<file path="config.mk">
export PLATFORM = sky130hd
export DESIGN_NAME = iopage_ctrl
export DESIGN_NICKNAME = d
export VERILOG_FILES = /design/src/rtl/iopage_pkg.sv /design/src/rtl/iopage_decode.sv /design/src/rtl/iopage_regs.sv /design/src/rtl/iopage_rom.sv /design/src/rtl/iopage_ctrl.sv
export SDC_FILE = /design/constraint.sdc
export NUM_CORES = 1
export LEC_CHECK = 0
export BUFFER_PORTS_ARGS = -buffer_cell sky130_fd_sc_hd__buf_4
export CORE_MARGIN = 4
export CORE_UTILIZATION = 55
export DETAILED_ROUTE_END_ITERATION = 12
export GPL_ROUTABILITY_DRIVEN = 0
export HOLD_SLACK_MARGIN = 0.1
export PLACE_DENSITY = 0.76
export SETUP_SLACK_MARGIN = 0.2
export SLEW_MARGIN = 10
export SYNTH_ARGS = -nofsm -noshare
export SYNTH_HDL_FRONTEND = slang
export SYNTH_HIERARCHICAL = 1
export SYNTH_SLANG_ARGS = --single-unit
</file>
<file path="constraint.sdc">
create_clock -name clk -period 1.7 [get_ports clk]
set_input_delay 0.255 -clock clk [delete_from_list [all_inputs] [get_ports clk]]
set_output_delay 0.255 -clock clk [all_outputs]
set_load 0.01 [all_outputs]
</file>
<file path="src/rtl/iopage_pkg.sv">
package iopage_pkg;

  localparam int DATA_W = 8;

  typedef enum logic [2:0] {
    SEL_RAM,
    SEL_ROM,
    SEL_ZERO,
    SEL_DIDX,
    SEL_DDAT,
    SEL_PORT
  } sel_e;

  // Boot image byte for offset i in an image of the given depth.
  function automatic logic [DATA_W-1:0] boot_byte(int unsigned i, int unsigned depth);
    if (i == depth - 2) return 8'hC0;
    if (i == depth - 1) return 8'hFF;
    return 8'((i * 29) ^ 32'hA5);
  endfunction

endpackage

</file>
<file path="src/rtl/iopage_decode.sv">
module iopage_decode
  import iopage_pkg::*;
#(
  parameter int ADDR_W    = 16,
  parameter int IO_BASE   = 'hF0,
  parameter int ROM_DEPTH = 64,
  parameter int PORT_N    = 4
) (
  input  logic [ADDR_W-1:0]  addr,
  output sel_e               sel,
  output logic               is_io,
  output logic               is_rom,
  output logic               ram_mapped,
  output logic [3:0]         io_off,
  output logic [$clog2(ROM_DEPTH)-1:0] rom_off
);
  localparam int ROM_AW = $clog2(ROM_DEPTH);
  localparam logic [ADDR_W-1:0] IO_BASE_A = ADDR_W'(IO_BASE);
  localparam logic [3:0] PORT_LO = 4'd4;
  localparam logic [4:0] PORT_HI = 5'(4 + PORT_N);

  logic port_hit;

  always_comb begin
    is_io    = (addr[ADDR_W-1:4] == IO_BASE_A[ADDR_W-1:4]);
    is_rom   = &addr[ADDR_W-1:ROM_AW];
    io_off   = addr[3:0];
    rom_off  = addr[ROM_AW-1:0];
    port_hit = (io_off >= PORT_LO) && ({1'b0, io_off} < PORT_HI);

    if (is_rom) begin
      sel = SEL_ROM;
    end else if (!is_io) begin
      sel = SEL_RAM;
    end else if (io_off == 4'd0 || io_off == 4'd1) begin
      sel = SEL_ZERO;
    end else if (io_off == 4'd2) begin
      sel = SEL_DIDX;
    end else if (io_off == 4'd3) begin
      sel = SEL_DDAT;
    end else if (port_hit) begin
      sel = SEL_PORT;
    end else begin
      sel = SEL_RAM;
    end

    ram_mapped = (sel == SEL_RAM);
  end

endmodule

</file>
<file path="src/rtl/iopage_regs.sv">
module iopage_regs
  import iopage_pkg::*;
#(
  parameter int TMR_N  = 3,
  parameter int PORT_N = 4
) (
  input  logic                     clk,
  input  logic                     rst_n,
  input  logic                     wr_en,
  input  logic [3:0]               io_off,
  input  logic [DATA_W-1:0]        wdata,
  output logic                     rom_en,
  output logic [TMR_N-1:0]         tmr_en,
  output logic [DATA_W-1:0]        dsp_idx,
  output logic [PORT_N*DATA_W-1:0] ports,
  output logic [DATA_W-1:0]        port_rd
);
  localparam int PIDX_W  = (PORT_N > 1) ? $clog2(PORT_N) : 1;
  localparam int ROM_BIT = 7;
  localparam int CLR_LSB = 4;
  localparam logic [3:0] CTRL_OFF = 4'd1;
  localparam logic [3:0] IDX_OFF  = 4'd2;
  localparam logic [3:0] PORT_LO  = 4'd4;
  localparam logic [4:0] PORT_HI  = 5'(4 + PORT_N);

  logic              ctrl_wr, idx_wr, port_wr;
  logic [PIDX_W-1:0] port_sel;
  logic              rom_en_q, rom_en_d;
  logic [TMR_N-1:0]  tmr_q, tmr_d;
  logic [DATA_W-1:0] idx_q, idx_d;
  logic [DATA_W-1:0] port_q [PORT_N];
  logic [DATA_W-1:0] port_d [PORT_N];
  logic [PORT_N-1:0] port_ce;

  // Write decode
  always_comb begin
    ctrl_wr  = wr_en && (io_off == CTRL_OFF);
    idx_wr   = wr_en && (io_off == IDX_OFF);
    port_wr  = wr_en && (io_off >= PORT_LO) && ({1'b0, io_off} < PORT_HI);
    port_sel = PIDX_W'(io_off - PORT_LO);
  end

  // Next state of control and index registers
  always_comb begin
    rom_en_d = wdata[ROM_BIT];
    tmr_d    = wdata[TMR_N-1:0];
    idx_d    = wdata;
  end

  // Per-port next state: a CPU write loads, a pair clear zeroes
  for (genvar p = 0; p < PORT_N; p++) begin : g_port
    logic hit, clr;
    always_comb begin
      hit        = port_wr && (port_sel == PIDX_W'(p));
      clr        = ctrl_wr && wdata[CLR_LSB + p / 2];
      port_ce[p] = hit || clr;
      port_d[p]  = hit ? wdata : '0;
    end

    always_ff @(posedge clk or negedge rst_n) begin
      if (!rst_n) begin
        port_q[p] <= '0;
      end else if (port_ce[p]) begin
        port_q[p] <= port_d[p];
      end
    end

    assign ports[p*DATA_W +: DATA_W] = port_q[p];
  end

  always_ff @(posedge clk or negedge rst_n) begin
    if (!rst_n) begin
      rom_en_q <= 1'b1;
      tmr_q    <= '0;
    end else if (ctrl_wr) begin
      rom_en_q <= rom_en_d;
      tmr_q    <= tmr_d;
    end
  end

  always_ff @(posedge clk or negedge rst_n) begin
    if (!rst_n) begin
      idx_q <= '0;
    end else if (idx_wr) begin
      idx_q <= idx_d;
    end
  end

  always_comb begin
    rom_en  = rom_en_q;
    tmr_en  = tmr_q;
    dsp_idx = idx_q;
    port_rd = port_q[port_sel];
  end

endmodule

</file>
<file path="src/rtl/iopage_rom.sv">
module iopage_rom
  import iopage_pkg::*;
#(
  parameter int ROM_DEPTH = 64
) (
  input  logic                         clk,
  input  logic                         wr_en,
  input  logic [$clog2(ROM_DEPTH)-1:0] off,
  input  logic [DATA_W-1:0]            wdata,
  input  logic                         rom_en,
  output logic [DATA_W-1:0]            rd_byte
);
  logic [DATA_W-1:0] image  [ROM_DEPTH];
  logic [DATA_W-1:0] shadow [ROM_DEPTH];

  // Fixed boot image, one constant per location
  for (genvar g = 0; g < ROM_DEPTH; g++) begin : g_img
    assign image[g] = boot_byte(g, ROM_DEPTH);
  end

  // Shadow store captures every write to the window
  always_ff @(posedge clk) begin
    if (wr_en) begin
      shadow[off] <= wdata;
    end
  end

  always_comb begin
    rd_byte = rom_en ? image[off] : shadow[off];
  end

endmodule

</file>
<file path="src/rtl/iopage_ctrl.sv">
module iopage_ctrl
  import iopage_pkg::*;
#(
  parameter int ADDR_W    = 16,
  parameter int IO_BASE   = 'hF0,
  parameter int ROM_DEPTH = 64,
  parameter int TMR_N     = 3,
  parameter int PORT_N    = 4
) (
  input  logic                     clk,
  input  logic                     rst_n,
  input  logic [ADDR_W-1:0]        cpu_addr,
  input  logic [DATA_W-1:0]        cpu_wdata,
  input  logic                     cpu_wr,
  input  logic                     cpu_rd,
  output logic [DATA_W-1:0]        cpu_rdata,
  output logic                     cpu_rvalid,
  output logic [ADDR_W-1:0]        ram_addr,
  output logic [DATA_W-1:0]        ram_wdata,
  output logic                     ram_we,
  output logic                     ram_re,
  input  logic [DATA_W-1:0]        ram_rdata,
  output logic [DATA_W-2:0]        dsp_index,
  output logic [DATA_W-1:0]        dsp_wdata,
  output logic                     dsp_we,
  output logic                     dsp_re,
  input  logic [DATA_W-1:0]        dsp_rdata,
  output logic [TMR_N-1:0]         timer_en,
  output logic [PORT_N*DATA_W-1:0] comm_ports
);
  localparam int ROM_AW = $clog2(ROM_DEPTH);

  // Reset: asserted asynchronously, released on the clock
  logic [1:0] rst_sync_q;
  logic       rst_int_n;

  always_ff @(posedge clk or negedge rst_n) begin
    if (!rst_n) begin
      rst_sync_q <= 2'b00;
    end else begin
      rst_sync_q <= {rst_sync_q[0], 1'b1};
    end
  end
  assign rst_int_n = rst_sync_q[1];

  sel_e              sel;
  logic              is_io, is_rom, ram_mapped;
  logic [3:0]        io_off;
  logic [ROM_AW-1:0] rom_off;
  logic              rom_en;
  logic [DATA_W-1:0] dsp_idx;
  logic [DATA_W-1:0] port_rd;
  logic [DATA_W-1:0] rom_byte;
  logic              rd_go;

  iopage_decode #(
    .ADDR_W   (ADDR_W),
    .IO_BASE  (IO_BASE),
    .ROM_DEPTH(ROM_DEPTH),
    .PORT_N   (PORT_N)
  ) decode_i (
    .addr      (cpu_addr),
    .sel       (sel),
    .is_io     (is_io),
    .is_rom    (is_rom),
    .ram_mapped(ram_mapped),
    .io_off    (io_off),
    .rom_off   (rom_off)
  );

  iopage_regs #(
    .TMR_N (TMR_N),
    .PORT_N(PORT_N)
  ) regs_i (
    .clk    (clk),
    .rst_n  (rst_int_n),
    .wr_en  (cpu_wr && is_io),
    .io_off (io_off),
    .wdata  (cpu_wdata),
    .rom_en (rom_en),
    .tmr_en (timer_en),
    .dsp_idx(dsp_idx),
    .ports  (comm_ports),
    .port_rd(port_rd)
  );

  iopage_rom #(
    .ROM_DEPTH(ROM_DEPTH)
  ) rom_i (
    .clk    (clk),
    .wr_en  (cpu_wr && is_rom),
    .off    (rom_off),
    .wdata  (cpu_wdata),
    .rom_en (rom_en),
    .rd_byte(rom_byte)
  );

  // Downstream strobes
  always_comb begin
    rd_go     = cpu_rd && !cpu_wr;
    ram_addr  = cpu_addr;
    ram_wdata = cpu_wdata;
    ram_we    = cpu_wr && (ram_mapped || (is_rom && !rom_en));
    ram_re    = rd_go && ram_mapped;
    dsp_index = dsp_idx[DATA_W-2:0];
    dsp_wdata = cpu_wdata;
    dsp_we    = cpu_wr && (sel == SEL_DDAT);
    dsp_re    = rd_go && (sel == SEL_DDAT);
  end

  // Read return path
  logic              rvalid_q;
  sel_e              src_q;
  logic [DATA_W-1:0] loc_q, loc_d;

  always_comb begin
    unique case (sel)
      SEL_ROM:  loc_d = rom_byte;
      SEL_DIDX: loc_d = dsp_idx;
      SEL_PORT: loc_d = port_rd;
      default:  loc_d = '0;
    endcase
  end

  always_ff @(posedge clk or negedge rst_int_n) begin
    if (!rst_int_n) begin
      rvalid_q <= 1'b0;
    end else begin
      rvalid_q <= rd_go;
    end
  end

  always_ff @(posedge clk or negedge rst_int_n) begin
    if (!rst_int_n) begin
      src_q <= SEL_ZERO;
      loc_q <= '0;
    end else if (rd_go) begin
      src_q <= sel;
      loc_q <= loc_d;
    end
  end

  always_comb begin
    cpu_rvalid = rvalid_q;
    unique case (src_q)
      SEL_RAM:  cpu_rdata = ram_rdata;
      SEL_DDAT: cpu_rdata = dsp_rdata;
      default:  cpu_rdata = loc_q;
    endcase
  end

endmodule

</file>
==> impl_results.md, run 1 <==
- Maximum fanout along the worst path: 1
- Post-Route Skew: ~0.013 ns
- Post-Route WL: between 60000 and 70000 um
- Ys Warns: 6
- Grt total ovfl: 0
- Clock power share: approximately two fifths
- Post-DP HPWL: 42350 um
- Slew Limit Fails: 0
- Rows: 76
- CTS buffer count: 56
- Dominant cell type by area after synthesis: edfxtp_1
- Most frequent cells after synthesis: edfxtp_1, mux4_2, mux2i_1
- Buffers & Inverters on Critical Path: 0
- Clock Latency Late Sink: 0.60 ns
- Core Region: 43080 um^2
- GRT met1 Usage: 38.58%
- Cell repeated most along the worst path: mux2i_1
- Worst-path cell chain: mux4_1, mux2i_1, o22ai_2, or4_4, o31a_1, mux2i_1, a2bb2oi_1, o21ai_1
- DR vias: 15.04k
- Post-synthesis sequential area ratio: 70.28%
- Post-route setup slack: -0.8272 ns
- Hold-critical path endpoint: rom_i/shadow[53][6]$_DFFE_PP_
- Post-synth EDFFs: approximately 510
- Global Route met3 Usage: ~5.5%
- Final total power: 29.89 mW
- Final hold viol count: 0
- Static Leak: 11.33 nW
- Psw: approximately 6.4 mW
- HP Start: cpu_wdata[6]
- Clock period minus worst slack: 2.527 ns
- # diodes: 0
- Max Cap Viol: 0
- Post-synth net total: 1407
- Nets: 1810
- Distinct cells, synth: 78
- Ys async rst share: roughly a tenth
- Fin cells: 2386
- Crit Reg-Reg Startpoint: rom_i/shadow[8][5]$_DFFE_PP_
- Initial antenna violation count: 1
- Clock tree from TritonCTS: done
- Die Y: 216.7 um
- Status: finished with violations
- H-tree lvl count: 2
- Post-DP Area: ~28000 um^2
- Via density: 6.304
- Avg Cell Area, Syn: 17.72 um^2
- GRT Total Usage: 28.06%
- Slew headroom: around 48%
- Largest cells by area after synthesis: edfxtp_1, mux4_2, dfrtp_1
- Max Fclk: 395.7 MHz
- Switching part of the total: between 20% and 30%
- Fraction of final layout cells sized beyond drive strength 1: between 40 and 50%
- Crit-path max cell delay: between 0.5 and 0.6 ns
- Worst-margin pin slew: 0.7738 ns
- Gate power share: 7.8%
- Family with the most delay on the worst path: multiplexers
- 1st-iter DRT viols: 1845
- Area delta synth->final: 31.25%
- Most common cell in the synthesized netlist: edfxtp_1
- Mapped Area: around 24000 um^2
- Hold Crit Class: in -> reg
- Max IR drop VDD: 782.9 uV
- Largest net degree at the start of global routing: 57
- CP endpoint kind: flip-flop
- Flops & latches, synth: between 500 and 600
- # IOs: 131
- Cell count after placement: 2227
- Pwr/cell area: between 900 and 1000 nW/um^2
- Antenna viol nets, final: 0
- Wire length per cell: 28.05 um
- CTS Sinks: 570
- Die area: around 47000 um^2
- Pre-antenna DRT Iters: 6
- CTS Buffer Depth: 3
- CP arrival: 3.01 ns
- Reg clk slew, reported paths: ~0.060 ns
- Cell area after layout: 31430 um^2
- Failing checks: setup timing
- Flop2flop setup slack: -0.83 ns
- Post-synthesis cell count: 1351
- Post-synth top area share: between 60 and 70%
- Layer with the highest usage: met2
- Most used DFF post-synth: edfxtp_1
- Root Driver: clkbuf_16
- RSZ-0062 raised after global routing: true
- Final Setup Violations: 20
- Vias in the first global route: between 15k and 20k
- Startpoint types: flip-flop
- PortBufs: 130
- Reg2Reg Depth: 8
- Die Width: 216.7 um
- Sequential group share of total power: between 50% and 60%
- Min Hold Slack: about 0.16 ns
- Pint: 23.46 mW
- Initial Utilization: 55.59%
- R2R Path End: loc_q[5]$_DFFE_PN0P_
- Fillers: 2399
- First-pass GRT wire length: 97520 um
- Final Cycle Share: 148.7%
- Slowest cell on crit path: or4_4
- Fin Setup TNS: -7.287 ns
- Depth of the worst hold-timing path: 1
- Type of the worst setup path: reg -> reg
- Crit path required time: 2.18 ns
- DRC violations left: 0
- Met2 GRT Util: 44.95%
power by group through the flow:
stage,sequential (mW),clock (mW),combinational [mW]
CTS,15.3,12.5,2.22
global placement,15.6,0,2.03
finish,15.3,12.3,2.32
detailed placement,15.6,0,2.07
global route,15.3,13.1,2.44
floorplan,15.6,0,1.08
cell usage in the layout, fill, tap and decap left out, types with 6 or more instances in the layout:
| master | Yosys | final |
|---|---|---|
| edfxtp_1 | 512 | 512 |
| buf_4 | 50 | 338 |
| mux4_2 | 111 | 113 |
| mux2i_1 | 95 | 83 |
| buf_12 | 1 | 66 |
| clkbuf_16 | 0 | 60 |
| nand2_1 | 71 | 59 |
| dfrtp_1 | 56 | 54 |
| nor2_4 | 0 | 54 |
| a22o_1 | 34 | 34 |
| buf_6 | 7 | 32 |
| nor2_1 | 89 | 28 |
| a21oi_1 | 24 | 20 |
| clkbuf_1 | 22 | 18 |
| dlygate4sd3_1 | 0 | 17 |
| mux2_4 | 0 | 12 |
| o22ai_1 | 18 | 11 |
| o21ai_0 | 15 | 11 |
| a22oi_1 | 10 | 10 |
| mux2i_4 | 0 | 9 |
| o21ai_1 | 11 | 9 |
| clkinv_1 | 1 | 9 |
| clkinv_2 | 0 | 8 |
| nand3_1 | 11 | 8 |
| o21ai_2 | 2 | 7 |
| nor2b_1 | 11 | 7 |
| a2bb2oi_1 | 8 | 7 |
| nor2_2 | 0 | 7 |
| ha_1 | 12 | 7 |
| nand2_2 | 0 | 6 |
| buf_8 | 0 | 6 |
| o211ai_1 | 6 | 6 |
area by class of cell:
| class | count | area [um^2] | area share (%) |
|---|---|---|---|
| Sequential cell | 570 | 16830 | 53.56 |
| Inverter | 8 | 47.55 | 0.1513 |
| Clock buffer | 79 | 1560 | 4.965 |
| Clock inverter | 26 | 266.5 | 0.8480 |
| Tap cell | 585 | 732.0 | 2.329 |
| Timing Repair Buffer | 464 | 4602 | 14.64 |
| Multi-Input combinational cell | 654 | 7387 | 23.51 |
layer usage:
metal	part of all wire (%)	vias to the layer above	wire (um)
met5	0	-	0
met4	4.5	0	3004
met3	9.9	196	6632
met2	48	947	32150
met1	38	7694	25130
li1	-	6204	-
worst reg2reg max path, cell delays in order, from the launching register on:
cell,delay (ns)
edfxtp_1,0.37
mux4_1,0.50
mux2i_1,0.20
o22ai_2,0.12
or4_4,0.53
o31a_1,0.28
mux2i_1,0.16
a2bb2oi_1,0.18
o21ai_1,0.08
what timing repair did:
action / 4_1_cts / 5_1_grt
hold endpoints to repair: 41 / 0
setup endpoints to repair: 240 / 248
pin swaps: 34 / 41
buffers inserted: 21 / 11
gates cloned: 3 / 1
resized for setup: 122 / 74
hold buffers: 18 / 0
registers in the layout, summed over array words and instances, names as in the netlist:
| signal | flops |
|---|---|
| loc_q | 8 |
| rom_i/shadow | 512 |
| regs_i/ports | 32 |
| src_q | 3 |
| regs_i/dsp_idx | 8 |
| rst_sync_q | 2 |
| regs_i/tmr_en | 3 |
| regs_i/rom_en | 1 |
| cpu_rvalid | 1 |
worst max-delay path by stage:
stage	startpoint	slack, ns	cells past startpoint	end
floorplan	cpu_addr[0]	-0.92	15	loc_q[6]$_DFFE_PN0P_
global placement	cpu_addr[0]	-1.14	12	loc_q[2]$_DFFE_PN0P_
detailed placement	cpu_addr[0]	-1.29	12	loc_q[2]$_DFFE_PN0P_
CTS	rom_i/shadow[5][5]$_DFFE_PP_	-0.79	8	loc_q[5]$_DFFE_PN0P_
global route	rom_i/shadow[5][5]$_DFFE_PP_	-0.92	8	loc_q[5]$_DFFE_PN0P_
finish	rom_i/shadow[8][5]$_DFFE_PP_	-0.83	8	loc_q[5]$_DFFE_PN0P_
per-stage QoR:
step                setup slack, ns  utilization (%)
floorplan                   -0.9233                -
CTS                         -0.7928            71.91
detailed placement           -1.294            65.36
global route                -0.9221            72.96
global placement             -1.141            65.36
finish                      -0.8272            72.96
logic make-up after synthesis:
logic type                 share of synthesized area (%)
AOI/OAI and AO/OA                                  5.111
xor gates and xnor gates                          0.1098
buffers and inverters                              3.266
and+or+nand+nor                                    4.970
muxes                                              15.62
DFF                                                70.28
other                                            0.01566
adders and majority gates                         0.6270
(Power assumes the default switching activity.)
==> inputs of run 2 (changes only) <==
--- a/config.mk
+++ b/config.mk
@@ -5,13 +5,14 @@
 export SDC_FILE = /design/constraint.sdc
 export NUM_CORES = 1
 export LEC_CHECK = 0
-export BUFFER_PORTS_ARGS = -buffer_cell sky130_fd_sc_hd__buf_4
 export CORE_MARGIN = 4
-export CORE_UTILIZATION = 55
+export CORE_UTILIZATION = 60
+export CTS_BUF_LIST = sky130_fd_sc_hd__clkbuf_8
 export DETAILED_ROUTE_END_ITERATION = 12
+export DONT_BUFFER_PORTS = 1
 export GPL_ROUTABILITY_DRIVEN = 0
 export HOLD_SLACK_MARGIN = 0.1
-export PLACE_DENSITY = 0.76
+export PLACE_DENSITY = 0.79
 export SETUP_SLACK_MARGIN = 0.2
 export SLEW_MARGIN = 10
 export SYNTH_ARGS = -nofsm -noshare
==> impl_results.md, run 2 (synthesis gave the netlist of run 1 again) <==
- Static Leak: between 10 and 15 nW
- Final Cycle Share: 146.3%
- Crit-path max cell delay: 0.53 ns
- CP arrival: approximately 3 ns
- Worst-margin pin slew: just over 0.9 ns
- Grt total ovfl: 0
- Crit Reg-Reg Startpoint: rom_i/shadow[17][5]$_DFFE_PP_
- Crit path required time: ~2.2 ns
- Initial antenna violation count: 5
- Largest net degree at the start of global routing: between 150 and 200
- Hold Crit Class: in -> reg
- Slowest cell on crit path: mux4_1
- Clock Latency Late Sink: 0.64 ns
- Most common cell after layout, fill and taps aside: edfxtp_1
- Max Cap Viol: 0
- Die area: about 43000 um^2
- Final Setup Violations: 27
- Pre-antenna DRT Iters: 5
- Reg clk slew, reported paths: 0.06 ns
- Antenna viol nets, final: 0
- GRT Total Usage: about 28%
- Root Driver: clkbuf_8
- Nets: 1610
- Cell count after placement: 1932
- Die Width: 207.8 um
- HP Start: cpu_addr[1]
- CTS buffer count: 89
- Rows: 72
- 1st-iter DRT viols: 1855
- Slew headroom: 38.40%
- DR vias: 14.10k
- Max IR drop VDD: between 600 and 700 uV
- Max Fclk: 401.9 MHz
- Post-Route Skew: 0.02409 ns
- Fillers: roughly 2.1k
- CTS Buffer Depth: 3
- # IOs: 131
- Core Region: 39010 um^2
- Max reg flops: 512
- Post-route setup slack: -0.7879 ns
- Buffers & Inverters on Critical Path: 0
- Failing checks: setup timing
- Fraction of final layout cells sized beyond drive strength 1: 35.92%
- Worst-path cell chain: mux4_1, mux2i_1, o22ai_2, or4_1, o31a_1, mux2i_1, a2bb2oi_1, o21ai_1
- PortBufs: 0
- Final hold viol count: 0
- Clock period minus worst slack: 2.488 ns
- DRC violations left: 0
- Pwr/cell area: approximately 950 nW/um^2
- Wire length per cell: 28.97 um
- RSZ-0062 raised after global routing: true
- Most frequent cells in the layout: edfxtp_1, buf_4, mux4_2, clkbuf_8, mux2i_1
- Maximum fanout along the worst path: 1
- Largest register by flop count: rom_i/shadow
- Cell repeated most along the worst path: mux2i_1
- Type of the worst setup path: reg -> reg
- CP endpoint kind: flip-flop
- Depth of the worst hold-timing path: 4
- Post-Route WL: 62230 um
- Via density: roughly 6.6
- Fin cells: 2148
- Flop2flop setup slack: -0.79 ns
- Die Y: around 210 um
- Reg2Reg Depth: 8
- Clock tree from TritonCTS: done
- CTS Sinks: 570
- Initial Utilization: 61.38%
- Fin Setup TNS: -8.114 ns
- Hold-critical path endpoint: regs_i/ports[25]$_DFFE_PN0P_
- Vias in the first global route: roughly 14k
- Sequential cell area: 16830 um^2
- Multi-input gate area: roughly 7300 um^2
- Family with the most delay on the worst path: multiplexers
- Startpoint types: flip-flop
- H-tree lvl count: 3
- Area delta synth->final: 20.77%
- Status: finished with violations
- R2R Path End: loc_q[5]$_DFFE_PN0P_
- Slew Limit Fails: 0
- Post-DP HPWL: 34300 um
- First-pass GRT wire length: 91760 um
## run 2: cell types whose count changed in the layout (fill, tap and decap cells not counted), moves of 17 or more
cell,delta
buf_4,-188
clkbuf_8,+88
clkbuf_16,-60
buf_12,-30
inv_1,+28
buf_6,-23
clkinv_1,+20
clkbuf_1,-18
nor2_1,+17
## run 2: how the worst max path moves through the flow
stage,start,end,slack (ns),cells after the start
5_1_grt,rom_i/shadow[17][5]$_DFFE_PP_,loc_q[5]$_DFFE_PN0P_,-0.90,8
3_3_place_gp,rom_i/shadow[5][5]$_DFFE_PP_,loc_q[5]$_DFFE_PN0P_,-0.77,8
2_1_floorplan,cpu_addr[0],loc_q[6]$_DFFE_PN0P_,-0.92,15
6_report,rom_i/shadow[17][5]$_DFFE_PP_,loc_q[5]$_DFFE_PN0P_,-0.79,8
3_5_place_dp,rom_i/shadow[12][5]$_DFFE_PP_,loc_q[5]$_DFFE_PN0P_,-0.80,8
4_1_cts,rom_i/shadow[7][5]$_DFFE_PP_,loc_q[5]$_DFFE_PN0P_,-0.75,8
## run 2: through the flow
stage / instance area (um^2) / setup slack (ns) / hold slack [ns] / power [mW] / util [%]
after floorplan: 24520 / -0.9233 / -0.04059 / 16.67 / -
after global placement: 26110 / -0.7711 / -0.04053 / 16.68 / 66.94
after detailed placement: 26110 / -0.7972 / -0.04053 / 16.70 / 66.94
after CTS: 28620 / -0.7486 / 0.09522 / 27.47 / 73.36
after global routing: 28910 / -0.9023 / 0.1527 / 28.41 / 74.11
final: 28920 / -0.7879 / 0.1879 / 27.39 / 74.13
## run 2: tightest hold or removal path, cell delays in order
cell and delay, ns:
nor3b_1 0.04, o211ai_1 0.16, buf_4 0.18, a22o_1 0.13
## run 2: area by class of cell
class,count,area share [%]
diodes,4,0.03462
clock buffers,91,4.331
clock inverters,72,1.250
inverters,8,0.1471
multi-input cells,653,25.22
flip-flops and latches,570,58.20
well taps,518,2.241
repair buffers,232,8.572
## run 2: where the power goes
group          leakage, nW  switching, mW  internal [mW]  total, mW
sequential            5.40         0.0152           15.3       15.3
clock                0.924           5.18           5.30       10.5
combinational         3.81          0.853          0.766       1.62
## run 2: metal layers
metal  GRT usage (%)  vias up  part of all wire (%)
li1                -     5807                     -
met1           37.93     7236                    37
met2           44.79      891                    49
met3           7.889      162                    10
met4           11.08        0                   4.2
met5               0        -                     0
## run 2: repair_timing
item / CTS / global route
hold buffers: 34 / 2
endpoints found under the hold margin: 573 / 13
cloned: 1 / 0
setup buffers: 8 / 4
resized for setup: 72 / 59
pin swaps: 20 / 29
endpoints found under the setup margin: 28 / 240
